--- src/rtl/dtg_pkg.sv ---
package dtg_pkg;
  localparam int FIELD_W    = 8;
  localparam int NUM_FIELDS = 14;
  localparam int NUM_DIVS   = 4;
  localparam int SCALE_DIV  = 8000;
  localparam int REM_W      = $clog2(SCALE_DIV);

  // field index order, decoded by the override inputs
  localparam int F_LPX     = 0;
  localparam int F_HSPREP  = 1;
  localparam int F_HSZERO  = 2;
  localparam int F_HSTRAIL = 3;
  localparam int F_TAGO    = 4;
  localparam int F_TASURE  = 5;
  localparam int F_TAGET   = 6;
  localparam int F_HSEXIT  = 7;
  localparam int F_HSSYNC  = 8;
  localparam int F_CKPREP  = 9;
  localparam int F_CKPOST  = 10;
  localparam int F_CKTRAIL = 11;
  localparam int F_CKZERO  = 12;
  localparam int F_CKEXIT  = 13;

  // affine coefficients of the four divisions
  localparam int K_LPX_MUL   = 60;
  localparam int K_PREP_MUL  = 80;
  localparam int K_PREP_ADD  = 4000;
  localparam int K_ZERO_MUL  = 170;
  localparam int K_ZERO_ADD  = 10000;
  localparam int K_CKPREP_MUL = 70;

  typedef struct packed {
    logic       capture;
    logic       divInit;
    logic       divStep;
    logic       divStore;
    logic       pack;
    logic [1:0] divSel;
  } dtgStrobe_t;
endpackage

--- src/rtl/dtg_ctrl.sv ---
module dtg_ctrl
  import dtg_pkg::*;
#(
  parameter int STEPS = 24
) (
  input  logic       clk,
  input  logic       rstN,
  input  logic       start,
  output dtgStrobe_t stb,
  output logic       busy,
  output logic       done
);
  localparam int CNT_W = $clog2(STEPS + 1);

  typedef enum logic [2:0] {S_IDLE, S_INIT, S_STEP, S_STORE, S_PACK} state_e;

  state_e            state, stateNxt;
  logic [CNT_W-1:0]  stepCnt;
  logic [1:0]        divSel;

  always_comb begin
    stb        = '0;
    stb.divSel = divSel;
    stateNxt   = state;
    case (state)
      S_IDLE: if (start) begin
        stb.capture = 1'b1;
        stateNxt    = S_INIT;
      end
      S_INIT: begin
        stb.divInit = 1'b1;
        stateNxt    = S_STEP;
      end
      S_STEP: begin
        stb.divStep = 1'b1;
        if (stepCnt == CNT_W'(STEPS - 1)) stateNxt = S_STORE;
      end
      S_STORE: begin
        stb.divStore = 1'b1;
        stateNxt     = (divSel == 2'(NUM_DIVS - 1)) ? S_PACK : S_INIT;
      end
      S_PACK: begin
        stb.pack = 1'b1;
        stateNxt = S_IDLE;
      end
      default: stateNxt = S_IDLE;
    endcase
  end

  always_ff @(posedge clk or negedge rstN) begin
    if (!rstN) begin
      state   <= S_IDLE;
      stepCnt <= '0;
      divSel  <= '0;
      done    <= 1'b0;
    end else begin
      state   <= stateNxt;
      done    <= (state == S_PACK);
      stepCnt <= (state == S_STEP) ? stepCnt + 1'b1 : '0;
      if (stb.capture)         divSel <= '0;
      else if (stb.divStore)   divSel <= divSel + 1'b1;
    end
  end

  assign busy = (state != S_IDLE);
endmodule

--- src/rtl/dtg_datapath.sv ---
module dtg_datapath
  import dtg_pkg::*;
#(
  parameter int RATE_W = 16,
  parameter int NUM_W  = RATE_W + 8
) (
  input  logic                          clk,
  input  logic                          rstN,
  input  dtgStrobe_t                    stb,
  input  logic [RATE_W-1:0]             rateMhz,
  input  logic [NUM_FIELDS-1:0]         ovrMask,
  input  logic [NUM_FIELDS*FIELD_W-1:0] ovrValue,
  output logic [31:0]                   word0,
  output logic [31:0]                   word1,
  output logic [31:0]                   word2,
  output logic [31:0]                   word3,
  output logic                          overflow
);
  localparam int FW = NUM_W + 3;

  logic [RATE_W-1:0]             rateQ;
  logic [NUM_FIELDS-1:0]         maskQ;
  logic [NUM_FIELDS*FIELD_W-1:0] valQ;
  logic [NUM_W-1:0]              numSh, quo, numSel, rateExt;
  logic [REM_W-1:0]              rem;
  logic [REM_W:0]                trial;
  logic [NUM_W-1:0]              qArr [NUM_DIVS];
  logic [FW-1:0]                 fld  [NUM_FIELDS];
  logic [FIELD_W-1:0]            fByte [NUM_FIELDS];
  logic [NUM_FIELDS-1:0]         tooBig;
  logic [FW-1:0]                 lpxW;

  assign rateExt = NUM_W'(rateQ);

  always_comb begin
    case (stb.divSel)
      2'd0:    numSel = NUM_W'(K_LPX_MUL) * rateExt;
      2'd1:    numSel = NUM_W'(K_PREP_MUL) * rateExt + NUM_W'(K_PREP_ADD);
      2'd2:    numSel = NUM_W'(K_ZERO_MUL) * rateExt + NUM_W'(K_ZERO_ADD);
      default: numSel = NUM_W'(K_CKPREP_MUL) * rateExt;
    endcase
  end

  assign trial = {rem, numSh[NUM_W-1]};

  always_ff @(posedge clk or negedge rstN) begin
    if (!rstN) begin
      rateQ <= '0;
      maskQ <= '0;
      valQ  <= '0;
      numSh <= '0;
      rem   <= '0;
      quo   <= '0;
      for (int i = 0; i < NUM_DIVS; i++) qArr[i] <= '0;
    end else begin
      if (stb.capture) begin
        rateQ <= rateMhz;
        maskQ <= ovrMask;
        valQ  <= ovrValue;
      end
      if (stb.divInit) begin
        numSh <= numSel;
        rem   <= '0;
        quo   <= '0;
      end else if (stb.divStep) begin
        numSh <= numSh << 1;
        if (trial >= (REM_W+1)'(SCALE_DIV)) begin
          rem <= REM_W'(trial - (REM_W+1)'(SCALE_DIV));
          quo <= {quo[NUM_W-2:0], 1'b1};
        end else begin
          rem <= trial[REM_W-1:0];
          quo <= {quo[NUM_W-2:0], 1'b0};
        end
      end
      if (stb.divStore) qArr[stb.divSel] <= quo;
    end
  end

  // field arithmetic
  assign lpxW = FW'(qArr[0]) + FW'(1);
  always_comb begin
    fld[F_LPX]     = lpxW;
    fld[F_HSPREP]  = FW'(qArr[1]);
    fld[F_HSZERO]  = FW'(qArr[2]) + FW'(1) - FW'(qArr[1]);
    fld[F_HSTRAIL] = FW'(qArr[1]) + FW'(1);
    fld[F_TAGO]    = (lpxW << 2) - FW'(2);
    fld[F_TASURE]  = lpxW + FW'(2);
    fld[F_TAGET]   = lpxW << 2;
    fld[F_HSEXIT]  = (lpxW << 1) + FW'(1);
    fld[F_HSSYNC]  = FW'(1);
    fld[F_CKPREP]  = FW'(qArr[3]);
    fld[F_CKPOST]  = FW'(qArr[3]) + FW'(8);
    fld[F_CKTRAIL] = FW'(qArr[3]);
    fld[F_CKZERO]  = FW'(qArr[3]) << 2;
    fld[F_CKEXIT]  = FW'(qArr[3]) << 1;
  end

  for (genvar gi = 0; gi < NUM_FIELDS; gi++) begin : g_field
    assign fByte[gi]  = maskQ[gi] ? valQ[gi*FIELD_W +: FIELD_W] : fld[gi][FIELD_W-1:0];
    assign tooBig[gi] = |fld[gi][FW-1:FIELD_W];
  end

  always_ff @(posedge clk or negedge rstN) begin
    if (!rstN) begin
      word0    <= '0;
      word1    <= '0;
      word2    <= '0;
      word3    <= '0;
      overflow <= 1'b0;
    end else if (stb.pack) begin
      word0    <= {fByte[F_HSTRAIL], fByte[F_HSZERO], fByte[F_HSPREP], fByte[F_LPX]};
      word1    <= {fByte[F_HSEXIT], fByte[F_TAGET], fByte[F_TASURE], fByte[F_TAGO]};
      word2    <= {fByte[F_CKTRAIL], fByte[F_CKZERO], fByte[F_HSSYNC], 8'h00};
      word3    <= {8'h00, fByte[F_CKEXIT], fByte[F_CKPOST], fByte[F_CKPREP]};
      overflow <= |tooBig;
    end
  end
endmodule

--- src/rtl/dphy_timing_gen.sv ---
module dphy_timing_gen
  import dtg_pkg::*;
#(
  parameter int RATE_W = 16
) (
  input  logic                          clk,
  input  logic                          rstN,
  input  logic                          start,
  input  logic [RATE_W-1:0]             rateMhz,
  input  logic [NUM_FIELDS-1:0]         ovrMask,
  input  logic [NUM_FIELDS*FIELD_W-1:0] ovrValue,
  output logic                          busy,
  output logic                          done,
  output logic                          overflow,
  output logic [31:0]                   timeWord0,
  output logic [31:0]                   timeWord1,
  output logic [31:0]                   timeWord2,
  output logic [31:0]                   timeWord3
);
  localparam int NUM_W = RATE_W + 8;

  dtgStrobe_t stb;

  dtg_ctrl #(.STEPS(NUM_W)) u_ctrl (
    .clk(clk), .rstN(rstN), .start(start),
    .stb(stb), .busy(busy), .done(done)
  );

  dtg_datapath #(.RATE_W(RATE_W), .NUM_W(NUM_W)) u_dp (
    .clk(clk), .rstN(rstN), .stb(stb),
    .rateMhz(rateMhz), .ovrMask(ovrMask), .ovrValue(ovrValue),
    .word0(timeWord0), .word1(timeWord1), .word2(timeWord2), .word3(timeWord3),
    .overflow(overflow)
  );
endmodule

--- config.mk ---
export PLATFORM = sky130hd
export DESIGN_NAME = dphy_timing_gen
export DESIGN_NICKNAME = d
export VERILOG_FILES = /design/src/rtl/dtg_pkg.sv /design/src/rtl/dtg_ctrl.sv /design/src/rtl/dtg_datapath.sv /design/src/rtl/dphy_timing_gen.sv
export SDC_FILE = /design/constraint.sdc
export NUM_CORES = 1
export LEC_CHECK = 0
export ABC_AREA = 1
export BUFFER_PORTS_ARGS = -buffer_cell sky130_fd_sc_hd__buf_2
export CAP_MARGIN = 30
export CORE_ASPECT_RATIO = 0.5
export CORE_MARGIN = 1.5
export CORE_UTILIZATION = 40
export DETAILED_ROUTE_END_ITERATION = 7
export PLACE_DENSITY = 0.59
export REMOVE_ABC_BUFFERS = 1
export SETUP_SLACK_MARGIN = 0.3
export SYNTH_ARGS = -nofsm -noshare
export SYNTH_HDL_FRONTEND = slang
export SYNTH_SLANG_ARGS = --single-unit
--- constraint.sdc ---
create_clock -name clk -period 4.7 [get_ports clk]
set_input_delay 0.47 -clock clk [delete_from_list [all_inputs] [get_ports clk]]
set_output_delay 0.47 -clock clk [all_outputs]
set_load 0.03 [all_outputs]
==> results of run 1 <==
area by class of cell:
class                           instances  share of cell area (%)
Inverter                              478                    5.32
Sequential cell                       422                    31.2
Antenna cell                            5                  0.0370
Clock inverter                         16                   0.485
Multi-Input combinational cell       3042                    50.2
Tap cell                              958                    3.54
Timing Repair Buffer                  325                    5.59
Clock buffer                           60                    3.57
layout by cell type (no fill, tap or decap), types with 61 or more instances in the layout:
cell	netlist	layout
nor2_1	316	295
dfrtp_1	422	417
ha_1	178	153
fa_1	65	65
nand2_1	1339	1312
o21ai_0	288	281
inv_1	461	456
nand3_1	229	221
buf_2	1	258
a21oi_1	204	192
nand4_1	61	61
flip-flops by register name, indices dropped and copies added (netlist names), 2 cells and up:
signal	cells
u_dp.qArr	48
u_dp.quo	24
u_ctrl.divSel	2
u_dp.word1	32
u_dp.word0	32
u_dp.rateQ	16
u_dp.maskQ	14
u_dp.word3	24
u_ctrl.stepCnt	5
u_dp.valQ	112
u_dp.rem	13
u_dp.numSh	23
u_dp.fld	48
u_ctrl.state	3
u_dp.word2	24
kinds of logic after synthesis:
| logic type | Yosys count |
|---|---|
| adder cells (fa/ha/maj) | 243 |
| AND/OR/NAND/NOR | 2085 |
| AO/OA/AOI/OAI | 636 |
| flip-flops | 422 |
| other | 1 |
| buffers and inverters | 612 |
| XOR/XNOR | 62 |
Yosys cell counts (5+ instances only):
cell	count	area share, %
nor3_1	43	0.74
o21ai_0	288	4.9
clkbuf_1	114	1.5
nor4_1	12	0.26
o21bai_1	14	0.36
clkinv_1	9	0.12
nand2_1	1339	17
buf_4	17	0.44
dfrtp_1	422	36
a31oi_1	28	0.60
nand4_1	61	1.3
xnor2_1	14	0.42
xor2_1	46	1.4
nor2_4	10	0.39
nand3b_1	8	0.21
a21boi_0	6	0.15
nor2_2	20	0.43
or2_2	8	0.17
a21o_1	5	0.13
o31ai_1	6	0.15
a21oi_1	204	3.5
inv_2	8	0.10
o22ai_1	43	0.92
o211ai_1	10	0.26
ha_1	178	7.6
nand2_2	19	0.41
fa_1	65	4.5
inv_1	461	5.9
nand3_1	229	3.9
nor2_1	316	4.1
worst min-delay path by stage:
stage,startpoint,to,slack (ns),cells after the start
floorplan,rstN,u_ctrl.divSel[0],0.17,0
global placement,u_ctrl.stepCnt[4],u_ctrl.stepCnt[4],0.45,1
detailed placement,u_dp.word2[29],u_dp.word2[29],0.45,2
CTS,ovrValue[97],u_dp.valQ[97],0.01,3
global route,ovrValue[9],u_dp.valQ[9],0.03,3
finish,ovrValue[97],u_dp.valQ[97],0.05,3
per-layer routing:
layer	track usage, %	vias to the layer above	part of all wire (%)
li1	-	13600	-
met1	32.7	13200	46
met2	39.1	604	47
met3	2.72	122	4.2
met4	7.45	0	2.7
met5	0	-	0
stage by stage:
| stage | cells | area [um^2] | hold slack, ns | TNS, ns | util [%] |
|---|---|---|---|---|---|
| global route | 5306 | 33800 | 0.0258 | 0 | 47.3 |
| finish | 5306 | 33800 | 0.0487 | 0 | 47.3 |
| floorplan | 3942 | 28700 | 0.174 | -1251.06 | - |
| CTS | 5285 | 33100 | 0.0132 | 0 | 46.2 |
| global placement | 5206 | 31600 | 0.449 | 0 | 44.1 |
| detailed placement | 5207 | 31600 | 0.453 | 0 | 44.1 |
tightest hold or removal path, stage by stage:
cell,delay [ns]
buf_2,0.07
nand2_1,0.04
nand2_1,0.05
repair_timing:
| action | 4_1_cts | 5_1_grt |
|---|---|---|
| resized for setup | 22 | 132 |
| buffers inserted | 1 | 15 |
| setup endpoints to repair | 12 | 15 |
| hold endpoints to repair | 37 | 0 |
| pin swaps | 4 | 47 |
| hold buffers | 1 | 0 |
==> flow_summary_export.csv, run 1 <==
group,metric,value,unit
worst_setup_path,cp-start-kind,"flop",
final_layout,final-seq-area,10600,um^2
worst_setup_path,max_stage_delay,0.50,ns
worst_setup_path,crit_path_end,"u_dp.numSh[17]",
grt,grt_max_degree,165,
clock_tree,clock-root-buffer,"clkbuf_16",
yosys,synth-compound-area-share,11.9,%
worst_setup_path,end_kind,"flop",
worst_setup_path,crit_path_start,"u_dp.rateQ[1]",
run_status,status,"complete, no violations",
place,gp_congestion,0.929,
worst_setup_path,reg2reg_from,"u_dp.rateQ[1]",
worst_setup_path,r2r_end,"u_dp.numSh[17]",
clock_tree,worst_skew_pair.late_latency,0.61,ns
clock_tree,cts_sinks,422,
grt,grt_pass1_wl,142000,um
final_layout,multi_input_area,17000,um^2
floorplan,row_count,69,
yosys,synth-seq-cells,422,
run,max_cap_viol_count,0,
route,drtAntennaViolNets,0,
worst_setup_path,rrSetupSlack,0.50,ns
floorplan,start_util,40.8,%
route,drtPass1Iterations,8,
clock_tree,cts_made_buffers,42,
route,vias_per_cell,5.19,
grt,overflow,0,
yosys,synth.area.mux_share,0,%
clock_tree,clockBufferDepth,3,
clock_tree,cts_tree,"built",
yosys,synthFlopType,"dfrtp_1",
worst_setup_path,critPathKind,"reg -> reg",
grt,grt_antenna_before_repair,5,
worst_setup_path,required,5.19,ns
sta,rsz0062_at_grt,"no",
route,wl_per_cell,17.0,um
sta,tightest_slew,1.13,ns
worst_setup_path,arrival,4.68,ns
sta,max-slew-margin-rel,24.5,%
worst_setup_path,crit_fanout,10,
final_layout,finalNetCount,4699,
yosys,synth-seq-area-share,36.2,%
clock_tree,path_clk_slew,0.07,ns
final_layout,drive_gt1_share,13.6,%
grt,grt_pass1_vias,26200,
floorplan,fp.dieH,194,um
sta,layout_min_cycle_time,4.20,ns
sta,fin_crit_sh,89.3,%
worst_setup_path,critPathBufInv,7,
sta,drv_slew,0,
clock_tree,htreeDepth,2,
worst_setup_path,crit_family,"adder cells",
sta,skew,0.0436,ns
yosys,syn-instance-count,4061,
floorplan,die_w,385,um
yosys,async_reset_ff_share,100,%
route,drt_iter0_drc,2094,
yosys,avgSynthCellArea,7.19,um^2
yosys,synth_top_family_by_area,"simple AND/OR/NAND/NOR gates",
worst_setup_path,reg2regPathDepth,28,
worst_setup_path,critPathSlowestCell,"fa_1",
grt,grt_use_total,23.8,%
floorplan,design.die.area,74700,um^2
yosys,synth-simple-area-share,29.7,%
yosys,synth_edf_count,0,
sta,clock.fmax,238,MHz
floorplan,io_pins,276,
route,drc,0,
yosys,synth_fa_ha_area_share,12.1,%
final_layout,fill_cells,7290,
hold_path,hold_class,"in -> reg",
final_layout,syn2layout_area_growth,15.9,%
yosys,ys_types,57,
place,post-dp-hpwl,67500,um
sta,layout_setup_ws,0.505,ns
place,io_buffers,259,
yosys,synth_warnings,0,
route,drt-total-wl,90200,um
yosys,synth_area,29200,um^2
worst_setup_path,crit_cells,28,
route,vias,27500,
sta,finalHoldViolCount,0,
yosys,synthXorXnorAreaFrac,1.91,%
floorplan,core_region_area,71600,um^2
place,place_ws,0.140,ns
sta,setup_violations,0,
Power of run 1 is left out: the tool's default activity adds up to more than one toggle a clock period on the data nets, which glitch-free logic cannot reach.
==> run 2: changes to the inputs <==
Settings changed: CORE_UTILIZATION 40 to 60, MAX_ROUTING_LAYER set to met4, PLACE_DENSITY 0.59 to 0.82.
==> run 2 against run 1 <==
  * The flow now finishes with violations (negative hold slack)
  * Non-clock buffer count down 1
  * Sequential share of layout area rose by 0.38 points
  * Global-route usage up 11 points
  * Cell count shrank 6.0%
  * Register-to-register slack got worse by 0.13 ns
  * Largest cell class unchanged
  * Highest routed layer unchanged
==> flow_summary_export.csv, run 2 (synthesized netlist as in run 1, its figures left out) <==
group,metric,value,unit
run_status,status,"finished with violations",
run_status,violations,"negative hold slack",
sta,layout_min_cycle_time,4.33,ns
route,drtAntennaViolNets,0,
final_layout,regMostFlops,"u_dp.valQ",
grt,grt_use_total,35.1,%
grt,overflow,0,
sta,rsz0062_at_grt,"yes",
hold_path,hold_class,"in -> async",
grt,grt_antenna_before_repair,11,
clock_tree,path_clk_slew,0.08,ns
final_layout,multi_input_area,17000,um^2
floorplan,start_util,61.5,%
final_layout,drive_gt1_share,13.5,%
worst_setup_path,cp-start-kind,"flop",
floorplan,row_count,56,
sta,finalHoldViolCount,3,
sta,skew,0.0171,ns
final_layout,final_common_cell,"nand2_1",
floorplan,core_region_area,47400,um^2
final_layout,syn2layout_area_growth,14.5,%
clock_tree,cts_sinks,422,
clock_tree,worst_skew_pair.late_latency,0.57,ns
route,drt-total-wl,87300,um
sta,fin_crit_sh,92.0,%
run,max_cap_viol_count,0,
worst_setup_path,arrival,4.81,ns
sta,fin_tns_setup,0,ns
worst_setup_path,end_kind,"flop",
sta,hold_ws,-0.00580,ns
floorplan,fp.dieH,159,um
floorplan,io_pins,276,
worst_setup_path,critPathKind,"reg -> reg",
sta,max-slew-margin-rel,32.1,%
route,wl_per_cell,17.5,um
sta,clock.fmax,231,MHz
place,gp_congestion,0.953,
worst_setup_path,required,5.19,ns
place,post-dp-hpwl,64800,um
final_layout,layout_common_cells,"nand2_1, inv_1, dfrtp_1",
sta,setup_violations,0,
final_layout,finalNetCount,4695,
floorplan,die_w,315,um
floorplan,design.die.area,50000,um^2
route,vias_per_cell,5.71,
worst_setup_path,rrSetupSlack,0.37,ns
grt,grt_pass1_vias,26700,
clock_tree,cts_made_buffers,39,
worst_setup_path,crit_fanout,5,
clock_tree,clockBufferDepth,3,
clock_tree,htreeDepth,2,
final_layout,final_cells,4988,
route,drc,0,
place,placed_cells,4887,
sta,tightest_slew,1.02,ns
grt,grt_max_degree,123,
clock_tree,hold_buffers,0,
sta,drv_slew,0,
route,drt_iter0_drc,3082,
route,vias,28500,
clock_tree,cts_tree,"built",
route,drtPass1Iterations,6,
grt,grt_pass1_wl,138000,um
final_layout,largest_reg_flops,112,
place,io_buffers,259,
clock_tree,clock-root-buffer,"clkbuf_16",
final_layout,fill_cells,3907,
final_layout,final-seq-area,10600,um^2
-- run 2: cell count changes in the layout (fill, tap and decap cells not counted), moves of 4 or more --
cell       previous run  this run
bufinv_16             0         4
diode_2               5        12
clkinv_2              9         5
nor2_4               18        14
nor2_1              295       300
-- run 2: area by class of cell --
type	count	area share [%]
multi-input cells	3042	50.9
flip-flops and latches	422	31.6
repair buffers	324	5.63
inverters	478	5.38
clock buffers	57	3.33
well taps	638	2.39
clock inverters	15	0.681
diodes	12	0.0899
-- run 2: layer usage --
metal / routed length, um / global-route usage (%) / share of wire (%) / up-vias
met1: 35800 / 45.7 / 41 / 13500
met4: 3880 / 13.5 / 4.4 / 0
li1: - / - / - / 13600
met3: 6130 / 4.25 / 7.0 / 234
met5: 0 / - / 0 / -
met2: 41500 / 56.3 / 47 / 1176
-- run 2: timing repair --
item / in CTS / in global routing
setup endpoints to repair: 12 / 15
hold endpoints to repair: 0 / 0
resized for setup: 28 / 125
buffers inserted: 2 / 15
pin swaps: 3 / 40
-- run 2: final timing paths --
kind / from / end / cells past startpoint
max reg2reg: u_dp.rateQ[7] / u_dp.numSh[23] / 23
max: u_dp.rateQ[7] / u_dp.numSh[23] / 23
max in group asynchronous: rstN / u_dp.valQ[51] / 2
min: rstN / u_dp.word2[10] / 1
min reg2reg: u_ctrl.stepCnt[0] / u_ctrl.stepCnt[0] / 1
min in group clk: ovrValue[37] / u_dp.valQ[37] / 3
-- run 2: per-stage QoR --
stage	util, %	instance area [um^2]	setup slack, ns
3_5_place_dp	65.8	31200	0.0777
2_1_floorplan	-	28700	-5.58
4_1_cts	68.9	32700	0.309
5_1_grt	70.5	33400	0.131
6_report	70.5	33400	0.375
3_3_place_gp	65.7	31200	0.171
-- run 2: worst max-delay path, stage by stage (launching register included) --
cell     delay [ns]
dfrtp_2        0.49
ha_4           0.31
fa_1           0.42
ha_1           0.29
inv_1          0.05
fa_1           0.50
inv_1          0.06
ha_4           0.27
a21oi_4        0.21
o21a_1         0.22
nor2_1         0.06
nor2_1         0.17
nand2_1        0.08
nand2_1        0.10
nand2_2        0.08
nor2_4         0.12
inv_2          0.07
nor3_4         0.19
nand2_1        0.07
nand2_1        0.06
nand3_1        0.07
o21ai_1        0.11
nand2_1        0.08
a21oi_2        0.16
Power of run 2 is left out for the same reason.
